<file path="config.mk">
export PLATFORM = sky130hd
export DESIGN_NAME = exc_frame_seq
export DESIGN_NICKNAME = d
export VERILOG_FILES = /design/src/rtl/efs_pkg.sv /design/src/rtl/efs_sp_calc.sv /design/src/rtl/efs_frame_builder.sv /design/src/rtl/efs_pop_decoder.sv /design/src/rtl/exc_frame_seq.sv
export SDC_FILE = /design/constraint.sdc
export NUM_CORES = 1
export LEC_CHECK = 0
export BUFFER_PORTS_ARGS = -buffer_cell sky130_fd_sc_hd__clkbuf_2
export CELL_PAD_IN_SITES_DETAIL_PLACEMENT = 1
export CELL_PAD_IN_SITES_GLOBAL_PLACEMENT = 2
export CORE_MARGIN = 8
export CORE_UTILIZATION = 37
export DETAILED_ROUTE_END_ITERATION = 10
export PLACE_DENSITY = 0.91
export SETUP_SLACK_MARGIN = 0.15
export SYNTH_ARGS = -nofsm -noshare
export SYNTH_HDL_FRONTEND = slang
export SYNTH_SLANG_ARGS = --single-unit
export TNS_END_PERCENT = 30
</file>
<file path="constraint.sdc">
create_clock -name clk_i -period 6.2 [get_ports clk_i]
set_input_delay 0.93 -clock clk_i [delete_from_list [all_inputs] [get_ports clk_i]]
set_output_delay 0.93 -clock clk_i [all_outputs]
set_load 0.01 [all_outputs]
</file>
<file path="src/rtl/efs_pkg.sv">
`timescale 1ns/1ps
package efs_pkg;
  localparam int WORD_W = 16;
  localparam int FMT_W  = 4;
  localparam int IDX_W  = 3;

  typedef enum logic [1:0] {ST_IDLE, ST_PUSH, ST_POP} efs_state_e;

  // extra 16-bit words pushed above the format word
  function automatic logic [IDX_W-1:0] extra_words(input logic [FMT_W-1:0] f);
    case (f)
      4'd2, 4'd3: extra_words = 3'd2;
      4'd4:       extra_words = 3'd4;
      default:    extra_words = 3'd0;
    endcase
  endfunction

  // bytes skipped past the format word on return
  function automatic logic [5:0] pop_skip(input logic [FMT_W-1:0] f);
    case (f)
      4'd2, 4'd3: pop_skip = 6'd4;
      4'd4:       pop_skip = 6'd8;
      4'd7:       pop_skip = 6'd52;
      default:    pop_skip = 6'd0;
    endcase
  endfunction

  function automatic logic fmt_known(input logic [FMT_W-1:0] f);
    case (f)
      4'd0, 4'd1, 4'd2, 4'd3, 4'd4, 4'd7: fmt_known = 1'b1;
      default:                             fmt_known = 1'b0;
    endcase
  endfunction
endpackage

</file>
<file path="src/rtl/efs_sp_calc.sv">
`timescale 1ns/1ps
module efs_sp_calc import efs_pkg::*; #(
  parameter int ADDR_W = 32
) (
  input  logic [ADDR_W-1:0] sp_i,
  input  logic              allow_unaligned_i,
  input  logic [FMT_W-1:0]  fmt_i,
  output logic [ADDR_W-1:0] base_o,
  output logic [IDX_W-1:0]  last_idx_o
);
  logic [ADDR_W-1:0] sp_al;
  logic [IDX_W:0]    nwords;

  assign sp_al      = allow_unaligned_i ? sp_i : {sp_i[ADDR_W-1:1], 1'b0};
  assign last_idx_o = 3'd3 + extra_words(fmt_i);
  assign nwords     = {1'b0, last_idx_o} + 4'd1;
  assign base_o     = sp_al - {{(ADDR_W-IDX_W-2){1'b0}}, nwords, 1'b0};
endmodule

</file>
<file path="src/rtl/efs_frame_builder.sv">
`timescale 1ns/1ps
module efs_frame_builder import efs_pkg::*; #(
  parameter int ADDR_W = 32,
  parameter int VEC_W  = 8
) (
  input  logic [IDX_W-1:0]  idx_i,
  input  logic [FMT_W-1:0]  fmt_i,
  input  logic [VEC_W-1:0]  vec_i,
  input  logic [WORD_W-1:0] sr_i,
  input  logic [ADDR_W-1:0] ret_pc_i,
  input  logic [ADDR_W-1:0] cur_pc_i,
  input  logic [ADDR_W-1:0] fault_addr_i,
  output logic [WORD_W-1:0] word_o
);
  localparam int PAD_W = WORD_W - FMT_W - VEC_W - 2;
  localparam int HI_W  = ADDR_W - WORD_W;

  logic [WORD_W-1:0] fmt_word;
  assign fmt_word = {fmt_i, {PAD_W{1'b0}}, vec_i, 2'b00};

  // index 0 sits at the final stack pointer, ascending addresses
  always_comb begin
    case (idx_i)
      3'd0:    word_o = sr_i;
      3'd1:    word_o = WORD_W'(ret_pc_i[ADDR_W-1 -: HI_W]);
      3'd2:    word_o = ret_pc_i[WORD_W-1:0];
      3'd3:    word_o = fmt_word;
      3'd4:    word_o = WORD_W'(fault_addr_i[ADDR_W-1 -: HI_W]);
      3'd5:    word_o = fault_addr_i[WORD_W-1:0];
      3'd6:    word_o = WORD_W'(cur_pc_i[ADDR_W-1 -: HI_W]);
      default: word_o = cur_pc_i[WORD_W-1:0];
    endcase
  end
endmodule

</file>
<file path="src/rtl/efs_pop_decoder.sv">
`timescale 1ns/1ps
module efs_pop_decoder import efs_pkg::*; (
  input  logic [FMT_W-1:0] fmt_i,
  output logic [5:0]       skip_o,
  output logic             chain_o,
  output logic             known_o
);
  assign skip_o  = pop_skip(fmt_i);
  assign chain_o = (fmt_i == 4'd1);
  assign known_o = fmt_known(fmt_i);
endmodule

</file>
<file path="src/rtl/exc_frame_seq.sv">
`timescale 1ns/1ps
module exc_frame_seq import efs_pkg::*; #(
  parameter int ADDR_W = 32,
  parameter int VEC_W  = 8
) (
  input  logic              clk_i,
  input  logic              rst_ni,
  input  logic              enter_i,
  input  logic              ret_i,
  input  logic              allow_unaligned_i,
  input  logic [3:0]        fmt_i,
  input  logic [VEC_W-1:0]  vec_i,
  input  logic [15:0]       sr_i,
  input  logic [ADDR_W-1:0] ret_pc_i,
  input  logic [ADDR_W-1:0] cur_pc_i,
  input  logic [ADDR_W-1:0] fault_addr_i,
  input  logic [ADDR_W-1:0] sp_i,
  input  logic [ADDR_W-1:0] vbr_i,
  output logic              mem_req_o,
  output logic              mem_we_o,
  output logic [ADDR_W-1:0] mem_addr_o,
  output logic [15:0]       mem_wdata_o,
  input  logic              mem_ack_i,
  input  logic [15:0]       mem_rdata_i,
  output logic              busy_o,
  output logic              done_o,
  output logic              format_error_o,
  output logic [ADDR_W-1:0] sp_o,
  output logic [ADDR_W-1:0] pc_o,
  output logic [ADDR_W-1:0] vec_addr_o,
  output logic [15:0]       sr_o,
  output logic [3:0]        fmt_o
);
  localparam int HI_W = ADDR_W - WORD_W;

  efs_state_e        state_q;
  logic [IDX_W-1:0]  idx_q;
  logic [ADDR_W-1:0] base_q;
  logic [FMT_W-1:0]  fmt_q;
  logic [VEC_W-1:0]  vec_q;
  logic [WORD_W-1:0] sr_q;
  logic [ADDR_W-1:0] ret_pc_q, cur_pc_q, fault_q, vbr_q;
  logic              allow_q, push_q;

  logic [ADDR_W-1:0] push_base;
  logic [IDX_W-1:0]  push_last;
  logic [WORD_W-1:0] push_word;
  logic [5:0]        pop_skip_b;
  logic              pop_chain, pop_known;

  efs_sp_calc #(.ADDR_W(ADDR_W)) u_sp_calc (
    .sp_i              (sp_i),
    .allow_unaligned_i (allow_unaligned_i),
    .fmt_i             (fmt_i),
    .base_o            (push_base),
    .last_idx_o        (push_last)
  );

  efs_frame_builder #(.ADDR_W(ADDR_W), .VEC_W(VEC_W)) u_builder (
    .idx_i        (idx_q),
    .fmt_i        (fmt_q),
    .vec_i        (vec_q),
    .sr_i         (sr_q),
    .ret_pc_i     (ret_pc_q),
    .cur_pc_i     (cur_pc_q),
    .fault_addr_i (fault_q),
    .word_o       (push_word)
  );

  efs_pop_decoder u_pop_dec (
    .fmt_i   (mem_rdata_i[WORD_W-1 -: FMT_W]),
    .skip_o  (pop_skip_b),
    .chain_o (pop_chain),
    .known_o (pop_known)
  );

  assign busy_o      = (state_q != ST_IDLE);
  assign mem_req_o   = busy_o;
  assign mem_we_o    = (state_q == ST_PUSH);
  assign mem_wdata_o = mem_we_o ? push_word : '0;
  assign mem_addr_o  = base_q + {{(ADDR_W-IDX_W-1){1'b0}}, idx_q, 1'b0};

  always_ff @(posedge clk_i or negedge rst_ni) begin
    if (!rst_ni) begin
      state_q        <= ST_IDLE;
      idx_q          <= '0;
      base_q         <= '0;
      fmt_q          <= '0;
      vec_q          <= '0;
      sr_q           <= '0;
      ret_pc_q       <= '0;
      cur_pc_q       <= '0;
      fault_q        <= '0;
      vbr_q          <= '0;
      allow_q        <= 1'b0;
      push_q         <= 1'b0;
      done_o         <= 1'b0;
      format_error_o <= 1'b0;
      sp_o           <= '0;
      pc_o           <= '0;
      vec_addr_o     <= '0;
      sr_o           <= '0;
      fmt_o          <= '0;
    end else begin
      done_o         <= 1'b0;
      format_error_o <= 1'b0;
      case (state_q)
        ST_IDLE: begin
          if (enter_i) begin
            state_q  <= ST_PUSH;
            push_q   <= 1'b1;
            base_q   <= push_base;
            idx_q    <= push_last;
            fmt_q    <= fmt_i;
            vec_q    <= vec_i;
            sr_q     <= sr_i;
            ret_pc_q <= ret_pc_i;
            cur_pc_q <= cur_pc_i;
            fault_q  <= fault_addr_i;
            vbr_q    <= vbr_i;
            allow_q  <= allow_unaligned_i;
          end else if (ret_i) begin
            state_q <= ST_POP;
            push_q  <= 1'b0;
            base_q  <= sp_i;
            idx_q   <= '0;
          end
        end
        ST_PUSH: begin
          if (mem_ack_i) begin
            if (idx_q == '0) begin
              state_q    <= ST_IDLE;
              done_o     <= 1'b1;
              sp_o       <= base_q;
              fmt_o      <= fmt_q;
              vec_addr_o <= vbr_q + {{(ADDR_W-VEC_W-2){1'b0}}, vec_q, 2'b00};
            end else begin
              idx_q <= idx_q - 3'd1;
            end
          end
        end
        ST_POP: begin
          if (mem_ack_i) begin
            case (idx_q)
              3'd0: sr_o <= mem_rdata_i;
              3'd1: pc_o <= {mem_rdata_i[HI_W-1:0], pc_o[WORD_W-1:0]};
              3'd2: pc_o <= {pc_o[ADDR_W-1:WORD_W], mem_rdata_i};
              default: begin
                fmt_o <= mem_rdata_i[WORD_W-1 -: FMT_W];
                if (pop_chain) begin
                  base_q <= base_q + ADDR_W'(8);
                end else begin
                  state_q        <= ST_IDLE;
                  done_o         <= 1'b1;
                  format_error_o <= !pop_known;
                  sp_o <= base_q + ADDR_W'(8) + {{(ADDR_W-6){1'b0}}, pop_skip_b};
                end
              end
            endcase
            idx_q <= (idx_q == 3'd3) ? 3'd0 : idx_q + 3'd1;
          end
        end
        default: state_q <= ST_IDLE;
      endcase
    end
  end

  assert_req_hold_R10: assert property (@(posedge clk_i) disable iff (!rst_ni)
    (mem_req_o && !mem_ack_i) |=> (mem_req_o && $stable(mem_addr_o) &&
                                   $stable(mem_we_o) && $stable(mem_wdata_o)));

  assert_done_pulse_R10: assert property (@(posedge clk_i) disable iff (!rst_ni)
    done_o |=> !done_o);

  assert_ferr_with_done_R9: assert property (@(posedge clk_i) disable iff (!rst_ni)
    format_error_o |-> done_o);

  assert_push_descending_R3: assert property (@(posedge clk_i) disable iff (!rst_ni)
    (mem_req_o && mem_we_o && mem_ack_i) |=>
      (!mem_we_o || mem_addr_o == $past(mem_addr_o) - ADDR_W'(2)));

  assert_aligned_sp_R5: assert property (@(posedge clk_i) disable iff (!rst_ni)
    (done_o && push_q && !allow_q) |-> !sp_o[0]);

  assert_idle_after_done_R10: assert property (@(posedge clk_i) disable iff (!rst_ni)
    done_o |-> !mem_req_o);
endmodule

</file>
==> results of run 1 <==
-- layer usage --
metal	wire (um)	part of all wire (%)	GRT usage [%]
met5	55	0.095	0
met4	2340	4.0	9.71
met3	4280	7.4	6.92
met2	28400	49	36.6
met1	23000	40	25.4
-- cell type report --
type | instances | area share, %
inverters | 33 | 0.610
clock buffers | 51 | 5.17
repair buffers | 395 | 10.1
diodes | 10 | 0.123
multi-input cells | 1132 | 41.0
well taps | 592 | 3.65
clock inverters | 13 | 1.03
flip-flops and latches | 311 | 38.3
-- synthesized netlist by cell type, drive strengths merged (12+ instances only) --
library cell,instances,share of area [%]
nand4,20,0.88
ha,30,2.3
a22oi,22,0.99
nand3,41,1.3
nor2,64,1.5
nor2b,16,0.60
dfrtp,311,47
buf,19,0.70
mux2i,16,0.96
nor3,26,0.78
inv,32,0.72
and4,13,0.68
xnor2,59,3.1
o21ai,113,3.4
nand2,176,4.0
clkbuf,87,2.0
a21oi,69,2.1
xor2,72,3.8
mux2,231,16
o22ai,13,0.49
and3,12,0.45
-- power groups by stage --
stage               clock (uW)  sequential (uW)  combinational [uW]
floorplan                    0             3690                3310
global placement             0             3900                4780
detailed placement           0             3990                4960
CTS                       2330             3970                4990
global route              2420             4110                5420
finish                    2270             3970                4930
-- cell families (layout without fill, tap and decap cells) --
| family | Yosys count | count (layout) | synth area share [%] |
|---|---|---|---|
| other cells | 0 | 10 | 0 |
| compound gates | 292 | 292 | 10.7 |
| mux | 247 | 247 | 16.6 |
| flops | 311 | 311 | 46.8 |
| buf+inv | 139 | 492 | 3.41 |
| xor+xnor | 131 | 131 | 6.90 |
| simple gates | 428 | 428 | 13.0 |
| fa+ha+maj | 34 | 34 | 2.68 |
-- per-stage QoR --
step	hold WS, ns	worst slack, ns
global route	0.491	0.991
detailed placement	0.473	1.80
CTS	0.465	1.28
finish	0.407	1.35
floorplan	0.457	2.43
global placement	0.460	1.89
-- worst register-to-register path: stages (launching register included) --
cell      delay (ns)
dfrtp_1         0.57
ha_1            0.52
xor2_1          0.14
ha_1            0.35
o21ai_0         0.15
a2111o_1        0.51
nor3_1          0.51
a21boi_0        0.30
nor4b_1         0.26
o21ai_0         0.14
xor2_1          0.21
o21ai_0         0.14
-- flip-flops by register name, indices dropped and copies added (netlist names), 2 cells and up --
name	flops
cur_pc_q	32
sp_o	32
sr_o	16
ret_pc_q	32
pc_o	32
fmt_q	4
base_q	32
fault_q	32
vbr_q	32
sr_q	16
vec_q	8
idx_q	3
fmt_o	4
vec_addr_o	32
state_q	2
-- worst paths after layout --
check	slack, ns	cells past startpoint	to	from
max in group asynchronous	4.37	2	fault_q[28]$_DFFE_PN0P_	rst_ni
setup / recovery	1.35	12	mem_addr_o[25]	idx_q[0]$_DFFE_PN0P_
setup reg to reg	2.31	11	sp_o[20]$_DFFE_PN0P_	base_q[4]$_DFFE_PN0P_
min in group clk_i	0.48	2	sp_o[21]$_DFFE_PN0P_	sp_o[21]$_DFFE_PN0P_
hold / removal	0.41	1	vec_addr_o[18]$_DFFE_PN0P_	rst_ni
hold reg to reg	0.48	2	sp_o[21]$_DFFE_PN0P_	sp_o[21]$_DFFE_PN0P_
==> results.md, run 1 <==
- Crit-path slowest cell: nor3_1
- Startpoint types: flip-flop
- Clock sinks: 311
- Area Overhead vs Synth: 22.0%
- Vias: 13690
- Synth Register Bits: around 310
- Pin count of the biggest net entering global routing: 155
- Design area: 20300 um^2
- Antenna-violating nets left: 0
- Multi-input gate area: 8330 um^2
- Post-synth EDFFs: 0
- Post-Syn Area: roughly 17000 um^2
- Leading cell type in the layout, fill and taps excluded: clkbuf_2
- Clock Latency Late Sink: 0.57 ns
- Site Rows: 77
- Placed Instances: 2463
- CP Buf/Inv Count: 2
- Chip height: 228 um
- Switching Fraction: 41.4%
- Grt total ovfl: 0
- GRT Overall Usage: between 20% and 30%
- Clock share of power: approximately a fifth
- First-pass GRT wire length: ~91000 um
- Routed WL: 58100 um
- Arrival @ worst endpoint: ~3.9 ns
- Crit Path Class: reg2out
- Synth Flop Type: dfrtp_1
- Number of DRC markers in iteration 0: 812
- Vias in the first global route: 15257
- Fillers: 5074
- Comb pwr share: between 40% and 50%
- DPL Wire Length: 43200 um
- Pre-antenna DRT Iters: 5
- Post-Syn Instances: 1582
- TritonCTS clock tree: yes
- CTS resizes: 0
- Initial antenna violation count: 15
- Wire length per cell: 22.9 um
- Max-cap viol count: 0
- CP endpoint kind: output port
- NetSw: about 4600 uW
- Vias per Instance: between 5 and 6
- Biggest cell delay along the critical path: 0.61 ns
- Fin crit period: 4.85 ns
- Nets: 2154
- Hold buffers post-CTS: 0
- DRC: 0
- # H-tree levels: 2
- Max Clk Rate: 0.206 GHz
- Worst path required time: 5.27 ns
- Worst hold path class: in2async
- Final hold viol count: 0
- Clock slew at reported path FFs: roughly 0.06 ns
- Post-CTS setup buffers: 0
- Final setup viols: 0
- Synth Warn #: 0
- Post-Layout Cell Count: 2537
- Clock tree buffer depth: 3
- Layout Utilization: 45.8%
- Area post-placement: 19000 um^2
- Most frequent cells in the layout: 377 x clkbuf_2, 310 x dfrtp_1, 231 x mux2_2
- Outcome: completed
- Worst slew margin: 25.7%
- Final Skew: 0.0233 ns
- Setup_tns: 0 ns
- Gpl congestion: 0.916
- Clk root buf: clkbuf_16
- RSZ-0062 raised after global routing: no
- FFs w/ async S/R, synth: 100%
- Sequential Power Share: 35.6%
- Fin. max-slew vios: 0
- CP Max Fanout: 5
- Pwr dens: 551 nW/um^2
- Proportion of layout cells with a drive suffix above 1: around 36%
- Port Buffer Count: 378
- Die W: 228 um
- Top-Level Pins: 379
- Synth cell types: 72
- Area of the die: around 52000 um^2
- Worst-margin pin slew: 1.11 ns
- Total Power: 11200 uW
- Worst VDD drop: 268 uV
- Final Cycle Share: 78.1%
- Seq. cell area: between 7000 and 8000 um^2
- Starting Density: between 30% and 40%
- Post-synth net total: 1825
- Core ar.: 44300 um^2
- Leak Pwr: 0.00915 uW
- Sequential element share of the synthesized area: 46.8%
- Worst-path cell chain: ha_1, inv_1, fa_1, nor2b_1, o21ai_0, nor2_1, nand2_1, nor3_1, nand2_1, nor2_1, xor2_1, clkbuf_2
- Avg Cell Area, Syn: 10.5 um^2
- CTS Buf Count: 38
- Int Power: 6550 uW
- Family with the most delay on the worst path: simple AND/OR/NAND/NOR gates
Note: power is estimated with default switching activity, not from simulation.
==> run 2, diff against run 1 <==
--- a/config.mk
+++ b/config.mk
@@ -9,9 +9,9 @@
 export CELL_PAD_IN_SITES_DETAIL_PLACEMENT = 1
 export CELL_PAD_IN_SITES_GLOBAL_PLACEMENT = 2
 export CORE_MARGIN = 8
-export CORE_UTILIZATION = 37
+export CORE_UTILIZATION = 34
 export DETAILED_ROUTE_END_ITERATION = 10
-export PLACE_DENSITY = 0.91
+export PLACE_DENSITY = 0.85
 export SETUP_SLACK_MARGIN = 0.15
 export SYNTH_ARGS = -nofsm -noshare
 export SYNTH_HDL_FRONTEND = slang
==> constraint.sdc (replaced) <==
create_clock -name clk_i -period 4.9 [get_ports clk_i]
set_input_delay 0.735 -clock clk_i [delete_from_list [all_inputs] [get_ports clk_i]]
set_output_delay 0.735 -clock clk_i [all_outputs]
set_load 0.01 [all_outputs]
==> run 2 against run 1 <==
Clock power rose by 33%. Sequential power grew 26%. Clock-buffer cell count is 2 higher. Total power rose by 28%. Non-clock buffer count increased by 9. Combinational power grew 27%. Hold slack lost 0.31 ns. Sequential cell count is the same. First-iteration DRC count shrank 3.7%.
==> results.md, run 2 (synthesis gave the netlist of run 1 again) <==
- Outcome: completed
- Routed WL: 58600 um (+0.84%)
- Max-cap viol count: 0 (unchanged)
- Leading cell type in the layout, fill and taps excluded: clkbuf_2
- Pwr dens: 697 nW/um^2 (+27%)
- Hold buffers post-CTS: 0 (unchanged)
- Fillers: 5516 (+8.7%)
- Fin. max-slew vios: 0 (unchanged)
- # H-tree levels: 2 (unchanged)
- Vias: 13603 (-0.64%)
- DRC: 0 (unchanged)
- Setup_tns: 0 ns (unchanged)
- GRT Overall Usage: 20.4% (-1.5 points)
- Worst R2R Setup Slack: 0.92 ns (-1.39 ns)
- Top-Level Pins: 379 (unchanged)
- Grt total ovfl: 0 (unchanged)
- Post-CTS setup buffers: 0 (unchanged)
- Clock share of power: 21.2% (+0.9 points)
- Switching Fraction: 40.7% (-0.66 points)
- Number of DRC markers in iteration 0: 782 (-3.7%)
- Gpl congestion: 0.925 (+0.97%)
- Clk root buf: clkbuf_16
- Leak Pwr: 0.00925 uW (+1.1%)
- Final hold viol count: 0 (unchanged)
- Core ar.: 48600 um^2 (+9.8%)
- CP Buf/Inv Count: 4 (+2)
- Most frequent cells in the layout: 377 x clkbuf_2, 310 x dfrtp_1, 231 x mux2_2
- Nets: 2163 (+0.42%)
- R2r endpoint: sp_o[31]$_DFFE_PN0P_
- CTS resizes: 0 (unchanged)
- Port Buffer Count: 378 (unchanged)
- Design area: 20500 um^2 (+1.0%)
- Starting Density: 34.2% (-3.3 points)
- Final Skew: 0.0150 ns (-0.00834 ns)
- Worst hold margin: 0.102 ns (-0.306 ns)
- Worst-margin pin slew: 1.09 ns (-0.0188 ns)
- Wire length per cell: 22.7 um (-0.88%)
- Die W: 237 um (+4.0%)
- DPL Wire Length: 43700 um (+1.2%)
- Final Cycle Share: 85.9%
- Comb pwr share: 43.6% (-0.5 points)
- RSZ-0062 raised after global routing: no
- Vias per Instance: 5.27 (-2.3%)
- Vias in the first global route: 14887 (-2.4%)
- CP Max Fanout: 5 (unchanged)
- Clock tree buffer depth: 3 (unchanged)
- Chip height: 237 um (+4.0%)
- Initial antenna violation count: 20 (+5)
- Area Overhead vs Synth: 23.2%
- Pre-antenna DRT Iters: 5 (unchanged)
- Area of the die: 56300 um^2 (+8.2%)
- First-pass GRT wire length: 90500 um (-0.11%)
- Worst path required time: 4.16 ns (-1.11 ns)
- Clock slew at reported path FFs: 0.06 ns (about the same)
- Worst hold path class: in2async
- Pin count of the biggest net entering global routing: 113 (-27%)
- Max Clk Rate: 0.238 GHz
- Area post-placement: 19100 um^2 (+0.68%)
- Final setup viols: 0 (unchanged)
- Site Rows: 81 (+5.2%)
- Sequential Power Share: 35.1% (-0.5 points)
- Family with the most delay on the worst path: simple AND/OR/NAND/NOR gates
- R2R cell count: 9 (-2)
- Biggest cell delay along the critical path: 0.50 ns (-0.11 ns)
- Clock sinks: 311 (unchanged)
- Arrival @ worst endpoint: 3.47 ns (-0.45 ns)
- Int Power: 8470 uW (+29%)
- Clock Latency Late Sink: 0.56 ns (about the same)
- CTS Buf Count: 38 (unchanged)
- Worst flop-to-flop path startpoint: base_q[9]$_DFFE_PN0P_
- Worst-path cell chain: inv_1, fa_1, nor2b_1, o21ai_0, buf_4, nor2_1, nand2_1, nor3_1, buf_4, nand2_1, nor2_1, xor2_1, clkbuf_2
- Proportion of layout cells with a drive suffix above 1: 36.6% (+0.43 points)
- TritonCTS clock tree: yes
- Fin crit period: 4.21 ns
- Startpoint types: flip-flop
- NetSw: 5820 uW (+26%)
- Crit Path Class: reg2out
- Total Power: 14300 uW (+28%)
- Antenna-violating nets left: 0 (unchanged)
- Worst VDD drop: 301 uV (+12%)
- Crit-path slowest cell: fa_1
- Worst slew margin: 26.6% (+0.81 points)
- CP endpoint kind: output port
## run 2: cell count changes in the layout (fill, tap and decap cells not counted)
cell / delta
clkbuf_8: +1
diode_2: +1
clkbuf_16: +1
clkinv_2: +1
bufinv_16: +2
buf_12: +2
clkinv_16: -1
buf_4: +7
## run 2: stage by stage
| step | std cells | util, % | setup WS, ns |
|---|---|---|---|
| after floorplan | 1582 | - | 1.33 |
| after global placement | 2502 | 39.4 | 0.757 |
| after detailed placement | 2502 | 39.4 | 0.605 |
| after CTS | 2570 | 42.1 | 0.649 |
| after global routing | 2579 | 42.1 | 0.480 |
| final | 2581 | 42.2 | 0.693 |
## run 2: routing by layer
layer | GRT usage [%] | vias to the layer above | wire length, um
li1 | - | 6288 | -
met1 | 24.1 | 6836 | 23600
met2 | 35.3 | 368 | 29300
met3 | 6.39 | 93 | 4230
met4 | 6.05 | 18 | 1350
met5 | 0 | - | 103
## run 2: layout make-up
class | count | area (um^2) | share of cell area [%]
Clock buffer | 53 | 1090 | 5.31
Sequential cell | 311 | 7780 | 38.0
Multi-Input combinational cell | 1132 | 8330 | 40.6
Inverter | 33 | 124 | 0.604
Clock inverter | 15 | 244 | 1.19
Timing Repair Buffer | 404 | 2130 | 10.4
Antenna cell | 11 | 27.5 | 0.134
Tap cell | 622 | 778 | 3.79
## run 2: worst max path at each step
stage	start	end	slack (ns)	depth (start not counted)
6_report	idx_q[1]$_DFFE_PN0P_	mem_addr_o[27]	0.69	13
5_1_grt	idx_q[1]$_DFFE_PN0P_	mem_addr_o[27]	0.48	13
4_1_cts	idx_q[0]$_DFFE_PN0P_	mem_addr_o[27]	0.65	14
3_5_place_dp	mem_rdata_i[14]	sp_o[20]$_DFFE_PN0P_	0.60	15
3_3_place_gp	mem_rdata_i[14]	sp_o[20]$_DFFE_PN0P_	0.76	15
2_1_floorplan	mem_rdata_i[13]	sp_o[20]$_DFFE_PN0P_	1.33	14
## run 2: power by group through the flow
stage / logic [uW] / clock network, uW / registers [uW]
detailed placement: 6300 / 0 / 5070
CTS: 6340 / 3130 / 5030
floorplan: 4190 / 0 / 4660
global placement: 6110 / 0 / 4950
finish: 6240 / 3030 / 5020
global route: 6850 / 3220 / 5210
